<file path="src/rtl/ipi_cmd_pkg.sv">
package ipi_cmd_pkg;
  typedef enum logic [2:0] {
    DM_FIXED  = 3'b000,
    DM_LOWPRI = 3'b001,
    DM_SMI    = 3'b010,
    DM_RSV3   = 3'b011,
    DM_NMI    = 3'b100,
    DM_INIT   = 3'b101,
    DM_START  = 3'b110,
    DM_RSV7   = 3'b111
  } dmode_e;

  typedef enum logic [1:0] {
    SH_FIELD  = 2'b00,
    SH_SELF   = 2'b01,
    SH_ALL    = 2'b10,
    SH_OTHERS = 2'b11
  } short_e;

  typedef struct packed {
    short_e     sh;
    logic       trig;
    logic       level;
    logic       logical;
    dmode_e     mode;
    logic [7:0] vec;
  } cmd_t;

  // low-word field positions
  localparam int VEC_LSB  = 0;
  localparam int MODE_LSB = 8;
  localparam int LOG_BIT  = 11;
  localparam int BUSY_BIT = 12;
  localparam int LVL_BIT  = 14;
  localparam int TRG_BIT  = 15;
  localparam int SH_LSB   = 18;
  localparam logic [31:0] LO_MASK = 32'h000C_CFFF;
endpackage

</file>
<file path="src/rtl/ipi_cmd_regs.sv">
module ipi_cmd_regs #(
  parameter int ID_W = 8
) (
  input  logic        clk_i,
  input  logic        rst_ni,
  input  logic        wr_lo_i,
  input  logic        wr_hi_i,
  input  logic [31:0] data_i,
  output logic [31:0] lo_next_o,
  output logic [31:0] lo_q_o,
  output logic [31:0] hi_q_o
);
  import ipi_cmd_pkg::*;
  localparam logic [31:0] HI_MASK = ~(32'hFFFF_FFFF >> ID_W);

  assign lo_next_o = data_i & LO_MASK;

  always_ff @(posedge clk_i or negedge rst_ni) begin
    if (!rst_ni) begin
      lo_q_o <= '0;
      hi_q_o <= '0;
    end else begin
      if (wr_lo_i) lo_q_o <= lo_next_o;
      if (wr_hi_i) hi_q_o <= data_i & HI_MASK;
    end
  end
endmodule

</file>
<file path="src/rtl/ipi_cmd_check.sv">
module ipi_cmd_check
  import ipi_cmd_pkg::*;
(
  input  cmd_t       cmd_i,
  output logic       ok_o,
  output logic [7:0] vec_o,
  output logic       level_o,
  output logic       trig_o
);
  logic rsv, deassert_ok;

  always_comb begin
    rsv         = (cmd_i.mode == DM_RSV3) || (cmd_i.mode == DM_RSV7);
    deassert_ok = cmd_i.level || (cmd_i.mode == DM_INIT && cmd_i.trig);
    ok_o        = !rsv && deassert_ok;
    level_o     = cmd_i.level;
    unique case (cmd_i.mode)
      DM_SMI, DM_NMI, DM_INIT: vec_o = '0;
      default:                 vec_o = cmd_i.vec;
    endcase
    unique case (cmd_i.mode)
      DM_LOWPRI: trig_o = cmd_i.trig;
      DM_INIT:   trig_o = !cmd_i.level;  // only a deassert travels as level
      default:   trig_o = 1'b0;
    endcase
  end
endmodule

</file>
<file path="src/rtl/ipi_dest_resolve.sv">
module ipi_dest_resolve
  import ipi_cmd_pkg::*;
#(
  parameter int ID_W   = 8,
  parameter int PHYS_W = 4
) (
  input  short_e            sh_i,
  input  logic              logical_i,
  input  logic [ID_W-1:0]   field_i,
  input  logic [ID_W-1:0]   self_id_i,
  output logic [ID_W-1:0]   dest_o,
  output logic              bcast_o,
  output logic              excl_self_o
);
  logic [ID_W-1:0] field_eff;

  generate
    if (PHYS_W < ID_W) begin : g_narrow
      assign field_eff = logical_i ? field_i
                                   : {{(ID_W-PHYS_W){1'b0}}, field_i[PHYS_W-1:0]};
    end else begin : g_full
      assign field_eff = field_i;
    end
  endgenerate

  always_comb begin
    bcast_o     = sh_i[1];
    excl_self_o = (sh_i == SH_OTHERS);
    unique case (sh_i)
      SH_FIELD: dest_o = field_eff;
      SH_SELF:  dest_o = self_id_i;
      default:  dest_o = '1;
    endcase
  end
endmodule

</file>
<file path="src/rtl/ipi_cmd_unit.sv">
module ipi_cmd_unit
  import ipi_cmd_pkg::*;
#(
  parameter int ID_W   = 8,
  parameter int PHYS_W = 4
) (
  input  logic            clk_i,
  input  logic            rst_ni,
  input  logic            wr_en_i,
  input  logic            wr_hi_i,
  input  logic [31:0]     wr_data_i,
  input  logic [ID_W-1:0] self_id_i,
  output logic [31:0]     lo_o,
  output logic [31:0]     hi_o,
  output logic            err_o,
  output logic            msg_valid_o,
  input  logic            msg_ready_i,
  output logic [7:0]      msg_vector_o,
  output logic [2:0]      msg_mode_o,
  output logic            msg_logical_o,
  output logic            msg_level_o,
  output logic            msg_trig_o,
  output logic [ID_W-1:0] msg_dest_o,
  output logic            msg_bcast_o,
  output logic            msg_excl_self_o
);
  localparam int DEST_LSB = 32 - ID_W;

  logic        busy_q, err_q;
  logic        wr_lo, launch, ok;
  logic [31:0] lo_next, lo_q, hi_q;
  cmd_t        cmd;
  logic [7:0]  vec_n;
  logic        lvl_n, trg_n;
  logic [ID_W-1:0] dest_n;
  logic        bc_n, ex_n;

  assign wr_lo  = wr_en_i && !wr_hi_i && !busy_q;
  assign launch = wr_lo && ok;

  ipi_cmd_regs #(.ID_W(ID_W)) u_regs (
    .clk_i     (clk_i),
    .rst_ni    (rst_ni),
    .wr_lo_i   (wr_lo),
    .wr_hi_i   (wr_en_i && wr_hi_i),
    .data_i    (wr_data_i),
    .lo_next_o (lo_next),
    .lo_q_o    (lo_q),
    .hi_q_o    (hi_q)
  );

  always_comb begin
    cmd.vec     = lo_next[VEC_LSB +: 8];
    cmd.mode    = dmode_e'(lo_next[MODE_LSB +: 3]);
    cmd.logical = lo_next[LOG_BIT];
    cmd.level   = lo_next[LVL_BIT];
    cmd.trig    = lo_next[TRG_BIT];
    cmd.sh      = short_e'(lo_next[SH_LSB +: 2]);
  end

  ipi_cmd_check u_check (
    .cmd_i   (cmd),
    .ok_o    (ok),
    .vec_o   (vec_n),
    .level_o (lvl_n),
    .trig_o  (trg_n)
  );

  ipi_dest_resolve #(.ID_W(ID_W), .PHYS_W(PHYS_W)) u_dest (
    .sh_i        (cmd.sh),
    .logical_i   (cmd.logical),
    .field_i     (hi_q[DEST_LSB +: ID_W]),
    .self_id_i   (self_id_i),
    .dest_o      (dest_n),
    .bcast_o     (bc_n),
    .excl_self_o (ex_n)
  );

  always_ff @(posedge clk_i or negedge rst_ni) begin
    if (!rst_ni) begin
      busy_q          <= 1'b0;
      err_q           <= 1'b0;
      msg_vector_o    <= '0;
      msg_mode_o      <= '0;
      msg_logical_o   <= 1'b0;
      msg_level_o     <= 1'b0;
      msg_trig_o      <= 1'b0;
      msg_dest_o      <= '0;
      msg_bcast_o     <= 1'b0;
      msg_excl_self_o <= 1'b0;
    end else begin
      if (wr_lo) err_q <= !ok;
      if (launch) begin
        busy_q          <= 1'b1;
        msg_vector_o    <= vec_n;
        msg_mode_o      <= cmd.mode;
        msg_logical_o   <= cmd.logical;
        msg_level_o     <= lvl_n;
        msg_trig_o      <= trg_n;
        msg_dest_o      <= dest_n;
        msg_bcast_o     <= bc_n;
        msg_excl_self_o <= ex_n;
      end else if (busy_q && msg_ready_i) begin
        busy_q <= 1'b0;
      end
    end
  end

  assign msg_valid_o = busy_q;
  assign err_o       = err_q;
  assign hi_o        = hi_q;
  assign lo_o        = lo_q | (32'(busy_q) << BUSY_BIT);

  p_hold_r9: assert property (@(posedge clk_i) disable iff (!rst_ni)
    msg_valid_o && !msg_ready_i |=> msg_valid_o && $stable(msg_dest_o)
      && $stable(msg_vector_o) && $stable(msg_mode_o) && $stable(msg_trig_o));

  p_once_r11: assert property (@(posedge clk_i) disable iff (!rst_ni)
    msg_valid_o && msg_ready_i |=> !msg_valid_o);

  p_ignore_r10: assert property (@(posedge clk_i) disable iff (!rst_ni)
    msg_valid_o |=> $stable(lo_o[31:13]) && $stable(lo_o[11:0]) && $stable(err_o));

  p_no_rsv_r5: assert property (@(posedge clk_i) disable iff (!rst_ni)
    msg_valid_o |-> msg_mode_o != DM_RSV3 && msg_mode_o != DM_RSV7);

  p_edge_r6: assert property (@(posedge clk_i) disable iff (!rst_ni)
    msg_valid_o && (msg_mode_o == DM_FIXED || msg_mode_o == DM_SMI ||
                    msg_mode_o == DM_NMI || msg_mode_o == DM_START) |-> !msg_trig_o);

  p_deassert_r7: assert property (@(posedge clk_i) disable iff (!rst_ni)
    msg_valid_o && !msg_level_o |-> msg_mode_o == DM_INIT && msg_trig_o);

  p_vec_zero_r8: assert property (@(posedge clk_i) disable iff (!rst_ni)
    msg_valid_o && (msg_mode_o == DM_SMI || msg_mode_o == DM_NMI ||
                    msg_mode_o == DM_INIT) |-> msg_vector_o == '0);

  p_bcast_dest_r3: assert property (@(posedge clk_i) disable iff (!rst_ni)
    msg_valid_o && msg_bcast_o |-> msg_dest_o == '1);
endmodule

</file>
<file path="config.mk">
export PLATFORM = sky130hd
export DESIGN_NAME = ipi_cmd_unit
export DESIGN_NICKNAME = d
export VERILOG_FILES = /design/src/rtl/ipi_cmd_pkg.sv /design/src/rtl/ipi_cmd_regs.sv /design/src/rtl/ipi_cmd_check.sv /design/src/rtl/ipi_dest_resolve.sv /design/src/rtl/ipi_cmd_unit.sv
export SDC_FILE = /design/constraint.sdc
export NUM_CORES = 1
export LEC_CHECK = 0
export BUFFER_PORTS_ARGS = -buffer_cell sky130_fd_sc_hd__buf_2
export CAP_MARGIN = 10
export CORE_MARGIN = 5
export CORE_UTILIZATION = 47
export DETAILED_ROUTE_END_ITERATION = 12
export PLACE_DENSITY = 0.86
export SYNTH_ARGS = -nofsm -noshare
export SYNTH_HDL_FRONTEND = slang
export SYNTH_HIERARCHICAL = 1
export SYNTH_SLANG_ARGS = --single-unit
</file>
<file path="constraint.sdc">
create_clock -name clk_i -period 1.8 [get_ports clk_i]
set_input_delay 0.36 -clock clk_i [delete_from_list [all_inputs] [get_ports clk_i]]
set_output_delay 0.36 -clock clk_i [all_outputs]
set_load 0.02 [all_outputs]
</file>
==> results of run 1 <==
## cell usage in the layout, fill, tap and decap left out, types with 2 or more instances in the layout
| cell | instances |
|---|---|
| clkbuf_1 | 2 |
| inv_1 | 2 |
| mux2_2 | 19 |
| buf_12 | 2 |
| dfrtp_1 | 50 |
| buf_2 | 87 |
| a211o_1 | 4 |
| a221o_1 | 3 |
| mux2_4 | 29 |
| clkbuf_8 | 5 |
| nor2b_1 | 4 |
| nor3b_1 | 8 |
| and2_1 | 2 |
| a21oi_1 | 3 |
| buf_4 | 7 |
| conb_1 | 40 |
| nand2b_1 | 3 |
## power breakdown
part,switching [W],internal [W]
combinational,0.000659,0.000521
clock,0.000341,0.000269
sequential,0.000138,0.00136
total,0.00114,0.00215
## sequential cells by signal, indices dropped and copies added, names as in the netlist
name,flops
u_regs/hi_q_o,8
msg_level_o,1
msg_vector_o,8
msg_trig_o,1
err_o,1
msg_logical_o,1
msg_bcast_o,1
msg_excl_self_o,1
msg_valid_o,1
msg_dest_o,8
u_regs/lo_q_o,16
msg_mode_o,3
## routing by layer
layer	up-vias	share of wire
met5	-	0
met4	0	0.0057
li1	749	-
met1	777	0.43
met3	4	0.087
met2	76	0.48
## path summary, 6_finish.rpt
kind / cells past startpoint / slack (ps) / start / end
worst max-delay path: 6 / 220 / wr_data_i[8] / msg_mode_o[1]
worst min-delay path: 1 / 70 / rst_ni / msg_vector_o[1]
worst max register to register: 3 / 240 / msg_valid_o / msg_mode_o[1]
worst min register to register: 1 / 510 / msg_bcast_o / msg_bcast_o
max in group asynchronous: 2 / 1180 / rst_ni / u_regs/hi_q_o[30]
min in group clk_i: 2 / 300 / wr_data_i[27] / u_regs/hi_q_o[27]
## final cells by class
cell class,count,area (um2)
timing repair buffer,96,528.0
tap,72,90.09
clock buffer,7,76.32
sequential,50,1251
inverter,2,7.507
multi-input combinational,126,1114
fill,507,2541
## metrics by stage
| stage | cell area (um2) | hold WS, ps | power [W] |
|---|---|---|---|
| after floorplan | 2898 | 64.41 | 0.002399 |
| after global placement | 2990 | 380.1 | 0.002678 |
| after detailed placement | 2990 | 402.2 | 0.002718 |
| after CTS | 3067 | 78.18 | 0.003341 |
| after global routing | 3067 | 99.27 | 0.003480 |
| final | 3067 | 69.56 | 0.003292 |
## worst max-delay path, delay by kind of cell
family / cells / cell delay (ps)
multiplexers: 1 / 360
AND/OR/NAND/NOR: 1 / 290
buffers and inverters: 2 / 420
AO/OA/AOI/OAI: 2 / 320
==> results.rst, run 1 <==
.. list-table::
   :header-rows: 1

   * - Metric
     - Value
   * - Worst supply voltage drop on vdd
     - 0.4890 mV
   * - Syn Inst Count
     - 206
   * - Global-route met3 utilization
     - 0.03137
   * - Ordered cell list for the critical path
     - buf_2 > a31oi_1 > a21oi_1 > nor4bb_4 > buf_4 > mux2_2
   * - Wire length per cell after detailed routing
     - 15.31 um
   * - Largest net degree at the start of global routing
     - 28
   * - Initial antenna violation count
     - 0
   * - Clock latency of the later-clocked register in the worst-skew pair
     - 290 ps
   * - Post-placement cell count
     - 346
   * - Number of ports placed on the die boundary
     - 135
   * - Count of instances resized after the clock tree is built
     - 0
   * - DR iter-0 viols
     - 17
   * - Upper clock frequency limit
     - 632.2 MHz
   * - Syn avg cell area
     - 13.36 um2
   * - Fraction of layout instances using a drive strength above 1
     - 0.5516
   * - Largest fanout on the critical path
     - 12
   * - Final worst slack
     - 218.2 ps
   * - Post-Route WL
     - 5.404 mm
   * - CTS root buf
     - clkbuf_8
   * - Worst setup slack after placement
     - -71.81 ps
   * - First-pass GRT wire length
     - 8.424 mm
   * - Cell area after technology mapping
     - 0.002751 mm2
   * - Endpoints failing hold
     - 0
   * - Total negative setup slack
     - 0 ps
   * - Outcome
     - finished, final reports clean
   * - Static leakage
     - 1.568 nW
   * - Global-route usage over all layers
     - 0.1425
   * - Post-layout nets
     - 326
   * - Routed vias/inst
     - 4.550
   * - Category of the worst setup path capture point
     - flop
   * - Clock tree from TritonCTS
     - built
   * - Fin. max-slew vios
     - 0
   * - Number of buffers added to fix hold violations after cts
     - 0
   * - Total of endpoints with negative setup slack in the final report
     - 0
   * - Final critical-path share of the clock period
     - 0.8788
   * - Synth Warn #
     - 6
   * - Stage delay of the slowest cell on the critical path
     - 360 ps
   * - CTS HTree Levels
     - 2
   * - Critical path launch point type
     - primary input
   * - Required time worst endpoint
     - 1980 ps
   * - P&R area growth vs syn
     - 11.46%
   * - CTS sink cnt
     - 50
   * - Vias in the first global route
     - 1712
   * - Worst setup skew after layout
     - 6.233 ps
   * - Endpoint arrival time on the critical path
     - 1760 ps
   * - Die outline width
     - 86.51 um
   * - DRC violations left
     - 0
   * - Core area
     - 0.005608 mm2
   * - Post-CTS Setup Bufs
     - 0
   * - Headroom to the max-slew limit
     - 0.5947
   * - Ant diodes
     - 0
   * - Category of the critical setup timing path
     - in2reg
   * - Total global routing overflow
     - 0
   * - Clk slew on worst S/H paths
     - 90 ps
   * - Most congested layer reported by global routing
     - met2
   * - Post-layout utilization of the core
     - 0.5469
   * - Global-route track usage on met2
     - 0.2316
   * - Input/output buffers
     - 87
   * - RSZ-0062 raised after global routing
     - false
   * - Max-cap check violation count
     - 0
   * - Row count
     - 27
   * - Total via count in the routed design
     - 1606
   * - Initial core utilization
     - 0.4906
   * - Clock tree buffer depth
     - 2
   * - Min cycle time layout
     - 1582 ps
   * - PwrDens
     - 1074 mW/mm2
   * - DR pass1 iterations
     - 4
   * - Cell with the biggest individual delay on the critical path
     - mux2_2
   * - Gp weighted congestion
     - 0.7358
   * - Die height
     - 86.51 um
   * - Met1 demand-to-capacity share in global routing
     - 0.1905
   * - Number of buffers added by the clock tree synthesis step
     - 5
   * - HPWL reported at the end of detailed placement
     - 4.219 mm
   * - Actual transition at the worst max-transition pin
     - 607.9 ps
   * - Count of placed standard cells in the final layout, fillers left out
     - 353
   * - Antenna viol nets, final
     - 0
   * - Worst min-delay path class
     - in2async
   * - Die area
     - 0.007484 mm2
No activity file was read; power rests on OpenSTA's default activity.
==> run 2: changes to the inputs <==
- CORE_UTILIZATION: 47 -> 42
- PLACE_DENSITY: 0.86 -> 0.81
- clock period: 1.8 -> 1.4 ns (I/O delays scaled with it)
==> run 2 against run 1 <==
The flow now finishes with violations (setup timing). Hold slack improved by 140 ps. Cell count up 5.7%. Non-clock buffer count is 14 higher. Final area increased by 9.3%. Clock skew decreased by 1.4 ps. Largest power group unchanged.
==> results.rst, run 2 (synthesis gave the netlist of run 1 again) <==
.. list-table::
   :header-rows: 1

   * - Metric
     - Value
   * - Vias in the first global route
     - 1723 (was 1712)
   * - FF-to-FF path depth
     - 5 (was 3)
   * - Worst setup skew after layout
     - 4.848 ps (was 6.233 ps)
   * - Number of flip-flops under the largest register name
     - 16 (unchanged)
   * - Library cell appearing most often on the critical path
     - buf_6
   * - Power Internal
     - 0.002881 W (was 0.002154 W)
   * - Worst Hold End
     - u_regs/hi_q_o[24]
   * - HPWL reported at the end of detailed placement
     - 4.251 mm (was 4.219 mm)
   * - Wire length per cell after detailed routing
     - 15.55 um (was 15.31 um)
   * - Die outline width
     - 90.94 um (was 86.51 um)
   * - Total via count in the routed design
     - 1666 (was 1606)
   * - Min cycle time layout
     - 1510 ps
   * - Fraction of layout instances using a drive strength above 1
     - 0.5878 (was 0.5516)
   * - Endpoints failing hold
     - 0 (unchanged)
   * - Count of placed standard cells in the final layout, fillers left out
     - 373 (was 353)
   * - Clock latency of the later-clocked register in the worst-skew pair
     - 300 ps (was 290 ps)
   * - Buffers & Inverters on Critical Path
     - 2 (unchanged)
   * - Ant diodes
     - 0 (unchanged)
   * - CTS sink cnt
     - 50 (unchanged)
   * - Endpoint arrival time on the critical path
     - 1230 ps (was 1760 ps)
   * - Share of power burned in combinational logic
     - 0.369 (was 0.358)
   * - Violated checks
     - setup timing
   * - DRC violations left
     - 0 (unchanged)
   * - Number of buffers added by the clock tree synthesis step
     - 5 (unchanged)
   * - Final Power
     - 0.004444 W (was 0.003292 W)
   * - Required time worst endpoint
     - 1120 ps (was 1980 ps)
   * - Power spent charging and discharging nets
     - 0.001563 W (was 0.001138 W)
   * - Worst hold margin
     - 206.3 ps (was 69.56 ps)
   * - Fin. max-slew vios
     - 0 (unchanged)
   * - Clock tree from TritonCTS
     - built (unchanged)
   * - Die height
     - 90.94 um (was 86.51 um)
   * - DR pass1 iterations
     - 6 (was 4)
   * - Standard cell area after detailed placement
     - 0.003065 mm2 (was 0.002990 mm2)
   * - Cell type group with the largest total delay on the critical path
     - flip-flops (was buffers and inverters)
   * - Final critical-path share of the clock period
     - 1.079
   * - Static leakage
     - 1.702 nW (was 1.568 nW)
   * - Post-layout nets
     - 340 (was 326)
   * - Fill cell instance count of the final layout
     - 553 (was 507)
   * - Largest Register
     - u_regs/lo_q_o (unchanged)
   * - Critical path launch point type
     - flop (was primary input)
   * - Category of the worst setup path capture point
     - output port (was flop)
   * - RSZ-0062 raised after global routing
     - true (was false)
   * - Commonest non-fill, non-tap cells in the layout
     - buf_2, dfrtp_1, conb_1, mux2_4 (was buf_2, dfrtp_1, conb_1, mux2_4, mux2_2)
   * - Total of endpoints with negative setup slack in the final report
     - 42 (was 0)
   * - Upper clock frequency limit
     - 662.1 MHz
   * - Gp weighted congestion
     - 0.7066 (was 0.7358)
   * - Outcome
     - finished, violations left (was finished, final reports clean)
   * - CTS root buf
     - clkbuf_8 (unchanged)
   * - DR iter-0 viols
     - 34 (was 17)
   * - Category of the critical setup timing path
     - reg2out (was in2reg)
   * - Setup slack on the worst flop-to-flop path
     - -90 ps (was 240 ps)
   * - Max-cap check violation count
     - 0 (unchanged)
   * - HP Start
     - wr_data_i[24]
   * - Initial core utilization
     - 0.4333 (was 0.4906)
   * - Input/output buffers
     - 87 (unchanged)
   * - Stage delay of the slowest cell on the critical path
     - 450 ps (was 360 ps)
   * - Sequential share of power
     - 0.436 (was 0.456)
   * - Largest fanout on the critical path
     - 3 (was 12)
   * - CTS HTree Levels
     - 2 (unchanged)
   * - Net switching share of the total power
     - 0.3517 (was 0.3456)
   * - PwrDens
     - 1325 mW/mm2 (was 1074 mW/mm2)
   * - Core area
     - 0.006350 mm2 (was 0.005608 mm2)
   * - Number of ports placed on the die boundary
     - 135 (unchanged)
   * - Worst supply voltage drop on vdd
     - 0.7528 mV (was 0.4890 mV)
   * - Initial antenna violation count
     - 0 (unchanged)
   * - R2r startpoint
     - msg_valid_o (unchanged)
   * - Post-route cell area
     - 0.003353 mm2 (was 0.003067 mm2)
   * - First-pass GRT wire length
     - 8.763 mm (was 8.424 mm)
   * - Antenna viol nets, final
     - 0 (unchanged)
   * - Commonest non-fill, non-tap cell in the layout
     - buf_2 (unchanged)
   * - Worst hold path depth
     - 2
   * - Global-route usage over all layers
     - 0.1291 (was 0.1425)
   * - Die area
     - 0.008269 mm2 (was 0.007484 mm2)
   * - Proportion of power drawn by the clock network
     - 0.195 (was 0.185)
   * - Clock tree buffer depth
     - 2 (unchanged)
   * - Cell with the biggest individual delay on the critical path
     - dfrtp_2 (was mux2_2)
   * - Worst setup slack after placement
     - -306.5 ps (was -71.81 ps)
   * - Final worst slack
     - -110.3 ps (was 218.2 ps)
   * - Row count
     - 29 (was 27)
   * - Post-placement cell count
     - 355 (was 346)
   * - Routed vias/inst
     - 4.466 (was 4.550)
   * - Ordered cell list for the critical path
     - buf_6 > or2_4 > buf_6 (was buf_2 > a31oi_1 > a21oi_1 > nor4bb_4 > buf_4 > mux2_2)
   * - Clk slew on worst S/H paths
     - 100 ps (was 90 ps)
   * - Worst reg2reg endpoint
     - u_regs/lo_q_o[3] (was msg_mode_o[1])
   * - Largest net degree at the start of global routing
     - 51 (was 28)
   * - P&R area growth vs syn
     - 21.87% (was 11.46%)
   * - Post-Route WL
     - 5.800 mm (was 5.404 mm)
   * - Total global routing overflow
     - 0 (unchanged)
   * - Worst min-delay path class
     - in2reg (was in2async)
## run 2: cell types whose count changed in the layout (fill, tap and decap cells not counted), moves of 2 or more
cell / before / now
buf_8: 0 / 3
mux2_2: 19 / 10
buf_2: 87 / 85
buf_12: 2 / 4
clkbuf_1: 2 / 0
mux2_4: 29 / 38
buf_4: 7 / 10
buf_6: 0 / 6
## run 2: power by group through the flow
stage	combinational (W)	clock [W]	sequential, W
floorplan	0.000761	0	0.00234
global placement	0.00152	0	0.00195
detailed placement	0.00156	0	0.00196
CTS	0.00160	0.000900	0.00194
global route	0.00174	0.000964	0.00198
finish	0.00164	0.000867	0.00194
## run 2: worst max path at each step
stage,start,to,slack (ps),cells past startpoint
finish,msg_valid_o,lo_o[12],-110,3
global route,msg_valid_o,lo_o[12],-160,3
CTS,msg_valid_o,lo_o[12],-110,3
detailed placement,wr_data_i[8],msg_excl_self_o,-310,6
global placement,wr_data_i[8],msg_excl_self_o,-270,6
floorplan,wr_data_i[8],msg_dest_o[7],-120,7
## run 2: layer usage
layer / global-route usage / vias up / wire length (um)
met5: 0 / - / 0
met4: 0.02567 / 0 / 19
met3: 0.04298 / 2 / 492
met2: 0.2175 / 84 / 2779
met1: 0.1624 / 800 / 2509
li1: - / 780 / -
## run 2: what timing repair did
action,CTS,global route
hold buffers,1,0
hold endpoints to repair,50,0
gates cloned,0,3
endpoints found under the setup margin,25,42
setup buffers,2,4
pin swaps,2,1
gates resized for setup,13,18
## run 2: layout make-up
class                           instances  area, um2  area share
Multi-Input combinational cell        126       1175      0.3504
Clock buffer                            5      68.82     0.02052
Tap cell                               77      96.34     0.02873
Inverter                                2      7.507    0.002239
Sequential cell                        50       1252      0.3735
Timing Repair Buffer                  110      728.2      0.2172
Clock inverter                          3      25.02    0.007463
## run 2: stage by stage
| step | setup TNS (ps) | util |
|---|---|---|
| floorplan | -2585 | - |
| global placement | -5528 | 0.4828 |
| detailed placement | -6568 | 0.4828 |
| CTS | -2320 | 0.5086 |
| global route | -4619 | 0.5281 |
| finish | -2786 | 0.5281 |
==> run 3: changes to the inputs <==
- CELL_PAD_IN_SITES_DETAIL_PLACEMENT: not set -> 0
- CELL_PAD_IN_SITES_GLOBAL_PLACEMENT: not set -> 1
- CORE_UTILIZATION: 42 -> 25
- GPL_TIMING_DRIVEN: not set -> 0
- PLACE_DENSITY: 0.81 -> 0.67
==> run 3 against run 2 <==
The flow still finishes with violations (setup timing). Sequential power is essentially flat. Setup slack lost 0.84 ps. Register-to-register slack lost 20 ps. Critical endpoint is now msg_dest_o[1]. Largest cell class unchanged.
==> results.rst, run 3 (synthesis gave the netlist of run 1 again) <==
.. list-table::
   :header-rows: 1

   * - Metric
     - Value
   * - Commonest non-fill, non-tap cell in the layout
     - buf_2 (unchanged)
   * - Die outline width
     - 114.9 um (was 90.94 um)
   * - Number of flip-flops under the largest register name
     - 16 (unchanged)
   * - Endpoint arrival time on the critical path
     - 1700 ps (was 1230 ps)
   * - Category of the critical setup timing path
     - reg2reg (was reg2out)
   * - Required time worst endpoint
     - 1590 ps (was 1120 ps)
   * - Outcome
     - finished, violations left (unchanged)
   * - Clock tree from TritonCTS
     - built (unchanged)
   * - Category of the worst setup path capture point
     - flop (was output port)
   * - Total via count in the routed design
     - 1821 (was 1666)
   * - Max-cap check violation count
     - 0 (unchanged)
   * - Gp weighted congestion
     - 0.6753 (was 0.7066)
   * - Worst min-delay path class
     - in2reg (unchanged)
   * - First-pass GRT wire length
     - 10.38 mm (was 8.763 mm)
   * - Global-route usage over all layers
     - 0.09970 (was 0.1291)
   * - DRC violations left
     - 0 (unchanged)
   * - Core area
     - 0.01079 mm2 (was 0.006350 mm2)
   * - Largest net degree at the start of global routing
     - 51 (unchanged)
   * - Clk slew on worst S/H paths
     - 90 ps (was 100 ps)
   * - Clock tree buffer depth
     - 2 (unchanged)
   * - Antenna viol nets, final
     - 0 (unchanged)
   * - Row count
     - 38 (was 29)
   * - Endpoints failing hold
     - 0 (unchanged)
   * - Worst hold margin
     - 205.7 ps (was 206.3 ps)
   * - CTS root buf
     - clkbuf_8 (unchanged)
   * - Headroom to the max-slew limit
     - 0.6197
   * - Min cycle time layout
     - 1511 ps (was 1510 ps)
   * - Routed vias/inst
     - 3.747 (was 4.466)
   * - Largest fanout on the critical path
     - 10 (was 3)
   * - Input/output buffers
     - 87 (unchanged)
   * - Final Power
     - 0.004525 W (was 0.004444 W)
   * - Violated checks
     - setup timing (unchanged)
   * - Worst setup skew after layout
     - 9.699 ps (was 4.848 ps)
   * - Worst supply voltage drop on vdd
     - 0.5198 mV (was 0.7528 mV)
   * - Commonest non-fill, non-tap cells in the layout
     - buf_2, buf_4, dfrtp_1, conb_1, mux2_4 (was buf_2, dfrtp_1, conb_1, mux2_4)
   * - Die area
     - 0.01320 mm2 (was 0.008269 mm2)
   * - Vias in the first global route
     - 1970 (was 1723)
   * - Initial core utilization
     - 0.2549 (was 0.4333)
   * - Post-layout nets
     - 390 (was 340)
   * - Final worst slack
     - -111.1 ps (was -110.3 ps)
   * - Number of buffers added by the clock tree synthesis step
     - 5 (unchanged)
   * - RSZ-0062 raised after global routing
     - true (unchanged)
   * - Total of endpoints with negative setup slack in the final report
     - 35 (was 42)
   * - Critical path launch point type
     - flop (unchanged)
   * - Fin. max-slew vios
     - 0 (unchanged)
   * - DR pass1 iterations
     - 4 (was 6)
   * - Number of ports placed on the die boundary
     - 135 (unchanged)
   * - Die height
     - 114.9 um (was 90.94 um)
   * - Final critical-path share of the clock period
     - 1.079 (about the same)
   * - Static leakage
     - 1.930 nW (was 1.702 nW)
   * - CTS HTree Levels
     - 2 (unchanged)
   * - CTS sink cnt
     - 50 (unchanged)
   * - P&R area growth vs syn
     - 35.61% (was 21.87%)
   * - Fraction of layout instances using a drive strength above 1
     - 0.6445 (was 0.5878)
   * - PwrDens
     - 1213 mW/mm2 (was 1325 mW/mm2)
   * - DR iter-0 viols
     - 46 (was 34)
   * - Total global routing overflow
     - 0 (unchanged)
   * - Clock latency of the later-clocked register in the worst-skew pair
     - 300 ps (about the same)
   * - Actual transition at the worst max-transition pin
     - 570.4 ps
   * - Upper clock frequency limit
     - 661.8 MHz (was 662.1 MHz)
   * - HPWL reported at the end of detailed placement
     - 5.017 mm (was 4.251 mm)
   * - Post-Route WL
     - 6.529 mm (was 5.800 mm)
   * - Initial antenna violation count
     - 0 (unchanged)
   * - Largest Register
     - u_regs/lo_q_o (unchanged)
   * - Ant diodes
     - 0 (unchanged)
   * - Wire length per cell after detailed routing
     - 13.43 um (was 15.55 um)
[run 3: area by class of cell]
class                           count  area (um2)
Timing Repair Buffer               93       505.5
Sequential cell                    50        1252
Buffer                             67       564.3
Tap cell                          140       175.2
Multi-Input combinational cell    126        1131
Fill cell                        1113        7062
Clock inverter                      2       12.51
Inverter                            2       7.507
Clock buffer                        6       82.58
[run 3: worst paths after layout]
| check | start | end | slack (ps) | cells past startpoint |
|---|---|---|---|---|
| worst min-delay path | wr_data_i[24] | u_regs/hi_q_o[24] | 210 | 2 |
| worst min register to register | u_regs/lo_q_o[0] | u_regs/lo_q_o[0] | 510 | 1 |
| worst max register to register | msg_valid_o | msg_dest_o[1] | -110 | 4 |
| min in group asynchronous | rst_ni | u_regs/lo_q_o[14] | 490 | 2 |
| max in group asynchronous | rst_ni | msg_valid_o | 340 | 3 |
| worst max-delay path | msg_valid_o | msg_dest_o[1] | -110 | 4 |
[run 3: metal layers]
metal	global-route usage	share of wire	up-vias
met5	0	0	-
met4	0.02113	0.0061	0
met3	0.03316	0.094	5
met2	0.1590	0.45	81
met1	0.1323	0.45	851
li1	-	-	884
[run 3: through the flow]
step,area (um2),cells,utilization,TNS [ps],setup WS [ps]
2_1_floorplan,2942,245,-,-2585,-121.2
3_3_place_gp,3552,472,0.3291,-9967,-407.4
3_5_place_dp,3552,472,0.3291,-10290,-418.4
4_1_cts,3687,483,0.3416,-3117,-106.5
5_1_grt,3731,486,0.3457,-5534,-190.7
6_report,3731,486,0.3457,-3250,-111.1
[run 3: power by group]
group | total (W) | switching (W) | leakage, nW | internal (W)
registers | 0.00193 | 0.000178 | 0.592 | 0.00175
logic | 0.00169 | 0.000878 | 1.29 | 0.000809
clock network | 0.000906 | 0.000507 | 0.0472 | 0.000399
total | 0.00453 | 0.00156 | 1.93 | 0.00296
[run 3: critical path, stage by stage, from the launching register on]
cell	delay, ps
dfrtp_2	460
nor4bb_2	280
buf_4	210
buf_12	160
mux2_4	300
[run 3: repair_timing]
| action | CTS | global route |
|---|---|---|
| buffers inserted | 3 | 1 |
| hold endpoints to repair | 0 | 5 |
| gates resized for setup | 5 | 1 |
| setup endpoints to repair | 33 | 36 |
| hold buffers | 0 | 1 |
| pin swaps | 0 | 0 |
